### src/rtl/led_disp_pkg.sv
package led_disp_pkg;
  localparam int DIGIT_W = 4;
  localparam int SEG_W   = 7;

  typedef enum logic [1:0] {
    BAND_FM  = 2'd0,
    BAND_MW  = 2'd1,
    BAND_LW  = 2'd2,
    BAND_LWX = 2'd3
  } band_e;

  // active-high glyphs, bit order {g,f,e,d,c,b,a}
  localparam logic [SEG_W-1:0] GLYPH_ZERO = 7'h3F;
  localparam logic [SEG_W-1:0] GLYPH_FIVE = 7'h6D;

  function automatic logic [SEG_W-1:0] glyph_of(input logic [DIGIT_W-1:0] v);
    case (v)
      4'd0: glyph_of = 7'h3F;
      4'd1: glyph_of = 7'h06;
      4'd2: glyph_of = 7'h5B;
      4'd3: glyph_of = 7'h4F;
      4'd4: glyph_of = 7'h66;
      4'd5: glyph_of = 7'h6D;
      4'd6: glyph_of = 7'h7D;
      4'd7: glyph_of = 7'h07;
      4'd8: glyph_of = 7'h7F;
      4'd9: glyph_of = 7'h6F;
      default: glyph_of = '0;
    endcase
  endfunction
endpackage

### src/rtl/led_frame_reg.sv
module led_frame_reg
  import led_disp_pkg::*;
#(
  parameter int BUS_W = 20
) (
  input  logic             clk,
  input  logic             rst_n,
  input  logic             take,
  input  logic [BUS_W-1:0] bcd_in,
  input  band_e            band_in,
  input  logic             coarse_in,
  output logic [BUS_W-1:0] bcd_q,
  output band_e            band_q,
  output logic             coarse_q,
  output logic             loaded_q
);
  always_ff @(posedge clk or negedge rst_n) begin
    if (!rst_n) begin
      bcd_q    <= '0;
      band_q   <= BAND_FM;
      coarse_q <= 1'b0;
      loaded_q <= 1'b0;
    end else if (take) begin
      bcd_q    <= bcd_in;
      band_q   <= band_in;
      coarse_q <= coarse_in;
      loaded_q <= 1'b1;
    end
  end
endmodule

### src/rtl/led_glyph_dec.sv
module led_glyph_dec
  import led_disp_pkg::*;
(
  input  logic [DIGIT_W-1:0] code,
  input  logic               dark,
  input  logic               force_zero,
  output logic [SEG_W-1:0]   seg_n
);
  logic [SEG_W-1:0] pat;

  always_comb begin
    pat   = force_zero ? GLYPH_ZERO : glyph_of(code);
    seg_n = dark ? '1 : ~pat;
  end
endmodule

### src/rtl/led_tail_dec.sv
module led_tail_dec
  import led_disp_pkg::*;
(
  input  logic [DIGIT_W-1:0] code,
  input  logic               lit,
  output logic [SEG_W-1:0]   seg_n
);
  logic half_up;

  always_comb begin
    half_up = (code >= DIGIT_W'(5));
    if (!lit)
      seg_n = '1;
    else
      seg_n = half_up ? ~GLYPH_FIVE : ~GLYPH_ZERO;
  end
endmodule

### src/rtl/led_disp.sv
module led_disp
  import led_disp_pkg::*;
#(
  parameter int NUM_DIGITS = 5
) (
  input  logic                              clk,
  input  logic                              rst_n,
  input  logic                              in_valid,
  output logic                              in_ready,
  input  logic [NUM_DIGITS*DIGIT_W-1:0]     in_bcd,
  input  logic [1:0]                        in_band,
  input  logic                              in_coarse,
  input  logic                              freeze_n,
  input  logic                              blank,
  output logic                              one_n,
  output logic [(NUM_DIGITS-2)*SEG_W-1:0]   seg_n,
  output logic [SEG_W-1:0]                  tail_n,
  output logic                              dp_n,
  output logic                              mhz_n,
  output logic                              khz_n
);
  localparam int BUS_W    = NUM_DIGITS * DIGIT_W;
  localparam int FULL_CNT = NUM_DIGITS - 2;

  logic [BUS_W-1:0]   held_bcd;
  band_e              held_band;
  logic               held_coarse;
  logic               loaded;
  logic               show;
  logic               is_fm;
  logic               is_lw;
  logic [DIGIT_W-1:0] lead_code;

  assign in_ready = freeze_n;

  led_frame_reg #(.BUS_W(BUS_W)) u_frame (
    .clk      (clk),
    .rst_n    (rst_n),
    .take     (in_valid && in_ready),
    .bcd_in   (in_bcd),
    .band_in  (band_e'(in_band)),
    .coarse_in(in_coarse),
    .bcd_q    (held_bcd),
    .band_q   (held_band),
    .coarse_q (held_coarse),
    .loaded_q (loaded)
  );

  assign show  = loaded && !blank;
  assign is_fm = (held_band == BAND_FM);
  assign is_lw = (held_band == BAND_LW) || (held_band == BAND_LWX);

  // FM routes every position one BCD digit higher than the AM bands
  generate
    for (genvar gi = 0; gi < FULL_CNT; gi++) begin : g_full
      logic [DIGIT_W-1:0] code;
      logic               dark;
      logic               fz;

      assign code = is_fm ? held_bcd[(gi+1)*DIGIT_W +: DIGIT_W]
                          : held_bcd[gi*DIGIT_W +: DIGIT_W];

      if (gi == FULL_CNT - 1) begin : g_top
        assign dark = !show || (is_lw && (code == '0));
      end else begin : g_mid
        assign dark = !show;
      end

      if (gi == 0) begin : g_units
        assign fz = !is_fm && held_coarse;
      end else begin : g_other
        assign fz = 1'b0;
      end

      led_glyph_dec u_dec (
        .code      (code),
        .dark      (dark),
        .force_zero(fz),
        .seg_n     (seg_n[gi*SEG_W +: SEG_W])
      );
    end
  endgenerate

  assign lead_code = is_fm ? held_bcd[BUS_W-DIGIT_W +: DIGIT_W]
                           : held_bcd[BUS_W-2*DIGIT_W +: DIGIT_W];
  assign one_n     = !(show && !is_lw && (lead_code != '0));

  led_tail_dec u_tail (
    .code (held_bcd[DIGIT_W-1:0]),
    .lit  (show && is_fm),
    .seg_n(tail_n)
  );

  assign dp_n  = !(show && is_fm);
  assign mhz_n = !(show && is_fm);
  assign khz_n = !(show && !is_fm);
endmodule

### config.mk
export PLATFORM = sky130hd
export DESIGN_NAME = led_disp
export DESIGN_NICKNAME = d
export VERILOG_FILES = /design/src/rtl/led_disp_pkg.sv /design/src/rtl/led_frame_reg.sv /design/src/rtl/led_glyph_dec.sv /design/src/rtl/led_tail_dec.sv /design/src/rtl/led_disp.sv
export SDC_FILE = /design/constraint.sdc
export NUM_CORES = 1
export LEC_CHECK = 0
export BUFFER_PORTS_ARGS = -buffer_cell sky130_fd_sc_hd__buf_4
export CAP_MARGIN = 20
export CORE_MARGIN = 1
export CORE_UTILIZATION = 52
export DETAILED_ROUTE_END_ITERATION = 12
export GPL_ROUTABILITY_DRIVEN = 0
export PLACE_DENSITY = 0.81
export SKIP_CTS_REPAIR_TIMING = 1
export SYNTH_ARGS = -nofsm -noshare
export SYNTH_HDL_FRONTEND = slang
export SYNTH_SLANG_ARGS = --single-unit
### constraint.sdc
create_clock -name clk -period 2.55 [get_ports clk]
set_clock_uncertainty 0.05 [all_clocks]
set_input_delay 0.51 -clock clk [delete_from_list [all_inputs] [get_ports clk]]
set_output_delay 0.51 -clock clk [all_outputs]
set_load 0.01 [all_outputs]
==> summary.txt, run 1 <==
Outcome
  – Status: finished with violations
  – Failing checks: setup timing

Global routing
  – Largest net degree at the start of global routing: 25
  – First-pass GRT wire length: 7260 um
  – Remaining global-route overflow: 0
  – Number of global-route vias before repair: 1608
  – Initial antenna violation count: 0
  – Global-route total usage across every layer: 22.2%

Worst setup path
  – Number of cells on the critical path: 8
  – Worst EP arrival: 2.11 ns
  – Worst EP required: 1.99 ns
  – Setup crit end kind: output port
  – Crit-path slowest cell: dfrtp_2
  – Crit-path cells: nor2_4, buf_6, mux2i_4, inv_2, ha_2, mux2i_2, a21oi_2, buf_4
  – R2R depth: 2
  – Reg-to-reg slack, setup: 1.48 ns
  – CP Buf/Inv Count: 3
  – Reg2reg start: u_frame.band_q[1]$_DFFE_PN0P_
  – RR Endpoint: u_frame.band_q[1]$_DFFE_PN0P_
  – Cell family with most CP delay: multiplexers
  – End of the critical path: seg_n[7]
  – Critical path class: reg2out
  – Crit Path Max Fanout: 6
  – Worst path max stage delay: 0.44 ns
  – Worst setup path start: u_frame.band_q[0]$_DFFE_PN0P_
  – Worst setup SP type: flip-flop

Die
  – Core Rows: 21
  – Die area: 4030 um2
  – Core box area: 3470 um2
  – Die height: 63.5 um
  – # IOs: 61
  – Die W: 63.5 um
  – Initial cell density of the core: 56.7%

Power
  – Total design power: 0.00188 W
  – Max VDD drop: 0.431 mV
  – Sw Share: 39.6%
  – Leakage: 1.26 nW
  – Int Power: 0.00114 W
  – Gate power share: 59.7%
  – Sw Pwr: 0.000746 W
  – Pwr/cell area: 654 nW/um2
  – Clock power frac: 13.3%
  – Sequential Power Share: 27.1%

Clocking
  – CTS Buf Count: 3
  – Clk sinks: 24
  – Clock transition at path regs: 0.08 ns
  – CTS tree: built
  – Clk Latency, worst-skew pair: 0.26 ns
  – Clock root buffer: clkbuf_8
  – Clock buffer depth: 2
  – H-tree depth: 1

Drt
  – Final wirelength: 5490 um
  – Wire per inst: 17.3 um
  – DRC violations left: 0
  – Routed Antenna Nets: 0
  – DR vias/cell: 5.91
  – Drt initial violations: 200
  – First-pass DRT Iterations: 4
  – Via count: 1878

Timing
  – Worst Tran Pin Value: 0.397 ns
  – Final Cycle Share: 105%
  – Final setup fails: 14
  – Slew Viols, Final: 0
  – Worst slew margin: 73.4%
  – RSZ-0062 raised after global routing: true
  – Fmax: 0.374 GHz
  – Tmin final: 2.67 ns
  – Final Hold Fails: 0
  – Fin worst setup slack: -0.122 ns
  – Post-Route Setup TNS: -1.10 ns

Synthesis
  – Distinct cells, synth: 54
  – Avg Inst Size Synth: 9.59 um2
  – Synth top area cells: dfrtp_1 (31%), mux2_2 (14%), ha_1 (10%)
  – Ys Warns: 0
  – Yosys top cell area share: 30.6%
  – Post-synthesis sequential area ratio: 30.6%
  – Commonest cells in the netlist: dfrtp_1 (24), mux2_2 (24), nand2_1 (21)
  – Top FF cell, synth: dfrtp_1
  – Syn nets: 249
  – Fraction of registers with async set or reset after synthesis: 100%
  – Largest area contributor in the synthesized netlist: dfrtp_1
  – Synthesized flop and latch total: 24
  – EDFF count, synth: 0
  – Cell area after synthesis: 1970 um2
  – Synth Instances: 205

Finish
  – Number of diodes: 0
  – Area Overhead vs Synth: 46.7%
  – # nets final: 317
  – Filler cell count: 208
  – Layout cells sized above 1: 62.1%

Placed design
  – Number of port buffers: 60
  – DP Wirelength: 3500 um

Job
  – Max-Cap Viols: 0

Min path
  – Hold Path Class: in2async
-- cells by family after synthesis --
logic type | Yosys count | share of synthesized area (%)
adder cells (fa/ha/maj) | 16 | 10.2
multiplexers | 34 | 19.2
buffers and inverters | 26 | 7.13
AO/OA/AOI/OAI | 50 | 17.6
flip-flops | 24 | 30.6
AND/OR/NAND/NOR | 55 | 15.3
-- routing by layer --
layer	global-route usage [%]	share of wire [%]	vias to the layer above
li1	-	-	875
met1	31.4	42	903
met2	35.1	49	92
met3	3.44	7.2	8
met4	5.68	1.2	0
met5	0	0	-
-- stage by stage --
step / utilization [%] / std cells / setup slack (ns) / area [um2] / hold WS, ns
finish: 83.1 / 318 / -0.122 / 2880 / 0.0807
global route: 83.1 / 318 / -0.206 / 2880 / 0.0988
CTS: 72.3 / 310 / -0.252 / 2510 / 0.0806
detailed placement: 70.7 / 306 / 0.0555 / 2450 / 0.372
global placement: 70.7 / 306 / 0.112 / 2450 / 0.369
floorplan: - / 205 / 0.0632 / 1970 / 0.164
-- state kept, by name (all words and copies together), names as in the netlist --
| signal | cells |
|---|---|
| u_frame.band_q | 2 |
| u_frame.bcd_q | 20 |
| u_frame.coarse_q | 1 |
| u_frame.loaded_q | 1 |
-- layout make-up --
cell class	count	area [um2]	share of cell area (%)
Timing Repair Buffer	79	631	21.9
Inverter	10	40.0	1.39
Sequential cell	24	602	20.9
Clock buffer	4	55.1	1.91
Tap cell	46	57.6	2.00
Multi-Input combinational cell	155	1500	52.0
-- cell usage in the layout (no fill, tap or decap), types with 3 or more instances in the layout --
master,synthesis,routed
buf_4,8,70
mux2_2,24,23
dfrtp_1,24,23
nand2_1,21,13
buf_6,1,8
a21oi_2,1,7
ha_1,16,7
inv_2,0,6
nand2_2,0,6
ha_4,0,6
o21ai_1,3,5
nor2_1,5,4
a21o_1,4,4
o21ai_0,8,4
clkbuf_8,0,4
mux2i_4,0,3
inv_1,10,3
mux2i_2,0,3
nand3_1,4,3
ha_2,0,3
-- how the worst min path moves through the flow --
stage / startpoint / end / slack, ns / depth (start not counted)
after floorplan: rst_n / u_frame.band_q[0]$_DFFE_PN0P_ / 0.16 / 0
after global placement: rst_n / u_frame.coarse_q$_DFFE_PN0P_ / 0.37 / 1
after detailed placement: rst_n / u_frame.coarse_q$_DFFE_PN0P_ / 0.37 / 1
after CTS: rst_n / u_frame.bcd_q[11]$_DFFE_PN0P_ / 0.08 / 1
after global routing: rst_n / u_frame.bcd_q[11]$_DFFE_PN0P_ / 0.1 / 1
final: rst_n / u_frame.bcd_q[11]$_DFFE_PN0P_ / 0.08 / 1
-- power by group through the flow --
stage	registers, W	clock network, W	logic (W)
floorplan	0.000478	0	0.000547
global placement	0.000498	0	0.000802
detailed placement	0.000500	0	0.000810
CTS	0.000493	0.000259	0.000815
global route	0.000517	0.000272	0.00120
finish	0.000510	0.000250	0.00112
No activity file was read; power rests on OpenSTA's default activity.
==> inputs of run 2 (changes only) <==
Settings changed: CORE_UTILIZATION 52 to 47, PLACE_DENSITY 0.81 to 0.77.
Clock period 2.55 ns to 2.35 ns, I/O delays scaled along.
==> run 2 against run 1 <==
  * The flow still finishes with violations (setup timing)
  * Largest power group unchanged
  * Combinational power grew 9.8%
  * Non-clock buffer count grew 9
  * Wire length shrank 5.1%
  * Cell count grew 3.8%
  * Die area grew 10%
  * Sequential share of layout area shrank 0.31 points
  * Worst hold slack lost 0.042 ns
  * Setup slack lost 0.076 ns
==> summary.txt, run 2 (synthesis results as in run 1) <==
Power
  – Max VDD drop: 0.580 mV
  – Sw Pwr: 0.000773 W
  – Int Power: 0.00123 W
  – Pwr/cell area: 686 nW/um2
  – Clock power frac: 11.4%
  – Gate power share: 61.5%
  – Sw Share: 38.5%
  – Sequential Power Share: 27.1%
  – Leakage: 1.30 nW

Timing
  – Slew Viols, Final: 0
  – Worst slew margin: 74.4%
  – Final setup fails: 20
  – Final Cycle Share: 108%
  – Fmax: 0.392 GHz
  – Fin worst setup slack: -0.199 ns
  – RSZ-0062 raised after global routing: true
  – Worst Tran Pin Value: 0.381 ns
  – Tmin final: 2.55 ns
  – Final Hold Fails: 0

Clocking
  – H-tree depth: 1
  – CTS tree: built
  – Clock root buffer: clkbuf_8
  – Clock transition at path regs: 0.08 ns
  – Clk sinks: 24
  – Clock buffer depth: 2
  – Clk Latency, worst-skew pair: 0.26 ns
  – CTS Buf Count: 3

Die
  – Die area: 4440 um2
  – Initial cell density of the core: 49.1%
  – Die W: 66.7 um
  – Core Rows: 23
  – Die height: 66.7 um
  – # IOs: 61
  – Core box area: 4000 um2

Finish
  – # nets final: 326
  – Largest regs: u_frame.bcd_q (20), u_frame.band_q (2)
  – Final Util: 73.2%
  – Number of diodes: 0
  – Commonest non-fill, non-tap cell in the layout: buf_4
  – Commonest non-fill, non-tap cells in the layout: buf_4 (74), mux2_2 (23), dfrtp_1 (23)
  – Area Overhead vs Synth: 48.9%
  – Max reg flops: 20
  – Largest Register: u_frame.bcd_q
  – Layout cells sized above 1: 63.6%

Drt
  – Wire per inst: 15.8 um
  – Routed Antenna Nets: 0
  – Final wirelength: 5210 um
  – DRC violations left: 0
  – DR vias/cell: 5.67
  – Drt initial violations: 86
  – First-pass DRT Iterations: 4
  – Via count: 1871

Outcome
  – Status: finished with violations
  – Failing checks: setup timing

Worst setup path
  – Crit Path Max Fanout: 6
  – RR Endpoint: u_frame.band_q[0]$_DFFE_PN0P_
  – End of the critical path: seg_n[20]
  – Worst EP arrival: 2.03 ns
  – Worst setup path start: u_frame.band_q[0]$_DFFE_PN0P_
  – Worst setup SP type: flip-flop
  – Reg2reg start: u_frame.band_q[0]$_DFFE_PN0P_
  – R2R depth: 2
  – Reg-to-reg slack, setup: 1.30 ns
  – Worst EP required: 1.83 ns
  – Setup crit end kind: output port
  – Critical path class: reg2out

Job
  – Max-Cap Viols: 0

Global routing
  – Initial antenna violation count: 0
  – Largest net degree at the start of global routing: 25
  – Remaining global-route overflow: 0
  – Number of global-route vias before repair: 1649
  – Global-route total usage across every layer: 21.5%
  – First-pass GRT wire length: 7360 um

Placed design
  – Number of port buffers: 60
  – Place WS: -0.0155 ns
  – DP Wirelength: 3670 um

Min path
  – Hold Path Class: in2async
run 2: cell types whose count changed in the layout (fill, tap and decap cells not counted), sizes merged:
cell,before,now
buf,79,88
clkbuf,4,3
run 2: power groups by stage:
| stage | registers (W) | clock network (W) | logic, W |
|---|---|---|---|
| floorplan | 0.000519 | 0 | 0.000609 |
| global placement | 0.000536 | 0 | 0.000939 |
| detailed placement | 0.000538 | 0 | 0.000957 |
| CTS | 0.000530 | 0.000237 | 0.000961 |
| global route | 0.000552 | 0.000250 | 0.00133 |
| finish | 0.000544 | 0.000229 | 0.00123 |
run 2: critical path, cell delays in order, from the launching register on:
cell	delay [ns]
dfrtp_1	0.42
or2_4	0.31
nand2_1	0.10
nand2_2	0.06
inv_2	0.07
ha_2	0.17
nand4bb_1	0.13
and2_4	0.20
a22oi_2	0.17
buf_4	0.14
run 2: worst min-delay path by stage:
stage	end	cells after the start
after global routing	u_frame.bcd_q[2]$_DFFE_PN0P_	1
after CTS	u_frame.bcd_q[11]$_DFFE_PN0P_	1
after global placement	u_frame.bcd_q[1]$_DFFE_PN0P_	1
final	u_frame.bcd_q[11]$_DFFE_PN0P_	1
after floorplan	u_frame.band_q[0]$_DFFE_PN0P_	0
after detailed placement	u_frame.coarse_q$_DFFE_PN0P_	1
run 2: layout make-up:
class,count,area (um2)
clock buffers,3,41.3
fillers,279,1070
inverters,10,40.0
multi-input cells,155,1460
flip-flops and latches,24,602
well taps,50,62.6
repair buffers,88,717
run 2: per-stage QoR:
stage	TNS [ns]	hold slack [ns]	area, um2	std cells	total power (W)
floorplan	0	0.124	1990	205	0.00113
global placement	0	0.329	2550	320	0.00148
detailed placement	-0.0273	0.330	2550	320	0.00150
CTS	-4.80	0.0465	2590	323	0.00173
global route	-4.24	0.0641	2930	330	0.00213
finish	-2.58	0.0392	2930	330	0.00201
run 2: layer usage:
metal | GRT usage, % | routed length (um) | vias up
met5 | 0 | 0 | -
met4 | 7.71 | 93 | 0
met3 | 2.23 | 222 | 11
met2 | 34.0 | 2580 | 66
met1 | 30.1 | 2310 | 905
li1 | - | - | 889
==> inputs of run 3 (changes only) <==
Settings changed: CORE_MARGIN 1 to not set, TNS_END_PERCENT set to 20.
==> run 3 against run 2 <==
  * The flow still finishes with violations (setup timing)
  * Total power fell by 4.4%
  * Worst hold slack improved by 0.0011 ns
  * Wire length down 5.0%
  * Global-route usage is the same
  * Utilization fell by 2.4 points
  * Flip-flop and latch count did not move
  * Fmax decreased by 0.38%
  * Combinational power fell by 7%
  * Critical path depth up 1
  * Sequential share of layout area increased by 0.67 points
  * Highest routed layer unchanged
==> summary.txt, run 3 (synthesis results as in run 1) <==
Die
  – Die area: 4440 um2
  – Initial cell density of the core: 49.1%
  – Die W: 66.7 um
  – Die height: 66.7 um
  – # IOs: 61
  – Core box area: 4000 um2
  – Core Rows: 23

Clocking
  – Clock buffer depth: 2
  – CTS tree: built
  – CTS Buf Count: 3
  – Clk Latency, worst-skew pair: 0.26 ns
  – Clock transition at path regs: 0.08 ns
  – Clock root buffer: clkbuf_8
  – Clk sinks: 24
  – H-tree depth: 1

Timing
  – Fin worst setup slack: -0.208 ns
  – Final Hold Fails: 0
  – Worst Tran Pin Value: 0.568 ns
  – Post-Route Setup TNS: -2.57 ns
  – Final Cycle Share: 109%
  – Worst slew margin: 61.8%
  – Final setup fails: 21
  – Slew Viols, Final: 0
  – RSZ-0062 raised after global routing: true
  – Fmax: 0.391 GHz
  – Final hold slack: 0.0403 ns
  – Tmin final: 2.56 ns

Job
  – Max-Cap Viols: 0

Outcome
  – Status: finished with violations
  – Failing checks: setup timing

Drt
  – Drt initial violations: 59
  – Routed Antenna Nets: 0
  – DRC violations left: 0
  – First-pass DRT Iterations: 4
  – Wire per inst: 15.1 um
  – Final wirelength: 4950 um
  – Via count: 1852
  – DR vias/cell: 5.66

Power
  – Total design power: 0.00192 W
  – Sw Pwr: 0.000740 W
  – Pwr/cell area: 678 nW/um2
  – Gate power share: 60.0%
  – Max VDD drop: 0.576 mV
  – Sw Share: 38.6%
  – Sequential Power Share: 28.1%
  – Leakage: 1.27 nW
  – Clock power frac: 11.9%
  – Int Power: 0.00118 W

Placed design
  – Number of port buffers: 60
  – DP Wirelength: 3670 um
  – Place WS: -0.0155 ns
  – Placed inst area: 2550 um2

Global routing
  – Number of global-route vias before repair: 1649
  – Initial antenna violation count: 0
  – Largest net degree at the start of global routing: 25
  – Global-route total usage across every layer: 21.5%
  – First-pass GRT wire length: 7360 um
  – Remaining global-route overflow: 0

Finish
  – Largest regs: u_frame.bcd_q (20), u_frame.band_q (2)
  – Commonest non-fill, non-tap cell in the layout: buf_4
  – Max reg flops: 20
  – Number of diodes: 0
  – Commonest non-fill, non-tap cells in the layout: buf_4 (76), mux2_2 (24), dfrtp_1 (24)
  – Area Overhead vs Synth: 43.9%
  – Filler cell count: 301
  – Post-route design area: 2830 um2
  – # nets final: 323
  – Layout cells sized above 1: 58.5%
  – Largest Register: u_frame.bcd_q

Min path
  – Hold Path Class: in2async

Worst setup path
  – Crit Path Max Fanout: 6
  – Critical path class: reg2out
  – Worst EP arrival: 2.04 ns
  – Worst EP required: 1.83 ns
  – Setup crit end kind: output port
  – Worst setup SP type: flip-flop
-- run 3: changes by cell type in the layout (fill, tap and decap cells not counted), moves of 2 or more --
| cell | change |
|---|---|
| o21ai_1 | -2 |
| nand3_1 | +2 |
| mux2_4 | -2 |
| nand2_1 | +3 |
| buf_4 | +2 |
| nand2_2 | -2 |
| buf_6 | -5 |
| mux2i_1 | +2 |
| nand3_2 | -2 |
| o21ai_0 | +2 |
-- run 3: per-stage QoR --
step	utilization [%]	instances
global placement	63.7	320
finish	70.7	327
CTS	64.8	323
global route	70.7	327
detailed placement	63.7	320
floorplan	-	205
-- run 3: metal layers --
| metal | track usage, % | vias up | wire (um) |
|---|---|---|---|
| met5 | 0 | - | 0 |
| met4 | 7.71 | 0 | 95 |
| met3 | 2.23 | 13 | 252 |
| met2 | 34.0 | 87 | 2350 |
| met1 | 30.1 | 867 | 2260 |
| li1 | - | 885 | - |
-- run 3: worst max-delay path, cell delays in order (launching register included) --
cell,delay (ns)
dfrtp_1,0.43
or2_4,0.20
nand2_1,0.08
nand2_2,0.08
inv_2,0.05
ha_2,0.17
nand4bb_1,0.12
nand2_1,0.10
buf_6,0.14
a211o_1,0.27
buf_4,0.15
-- run 3: final timing paths --
kind / startpoint / end / slack [ns] / depth (start not counted)
min in group clk: in_bcd[17] / u_frame.bcd_q[17]$_DFFE_PN0P_ / 0.39 / 2
worst max register to register: u_frame.band_q[0]$_DFFE_PN0P_ / u_frame.band_q[0]$_DFFE_PN0P_ / 1.31 / 2
worst min-delay path: rst_n / u_frame.bcd_q[11]$_DFFE_PN0P_ / 0.04 / 1
max in group asynchronous: rst_n / u_frame.band_q[1]$_DFFE_PN0P_ / 1.98 / 1
worst min register to register: u_frame.bcd_q[16]$_DFFE_PN0P_ / u_frame.bcd_q[16]$_DFFE_PN0P_ / 0.46 / 1
worst max-delay path: u_frame.band_q[1]$_DFFE_PN0P_ / seg_n[14] / -0.21 / 10
-- run 3: area by class of cell --
type	count	area, um2	share of cell area (%)
inverter	10	40.0	1.42
sequential	24	601	21.2
timing repair buffer	85	676	23.9
tap	50	62.6	2.21
clock buffer	3	41.3	1.46
multi-input combinational	155	1410	49.8
-- run 3: power groups by stage --
stage          Clock, W  Sequential [W]  Combinational (W)
6_report       0.000228        0.000539            0.00115
5_1_grt        0.000250        0.000547            0.00125
4_1_cts        0.000237        0.000530           0.000961
3_5_place_dp          0        0.000538           0.000957
3_3_place_gp          0        0.000536           0.000939
2_1_floorplan         0        0.000519           0.000609
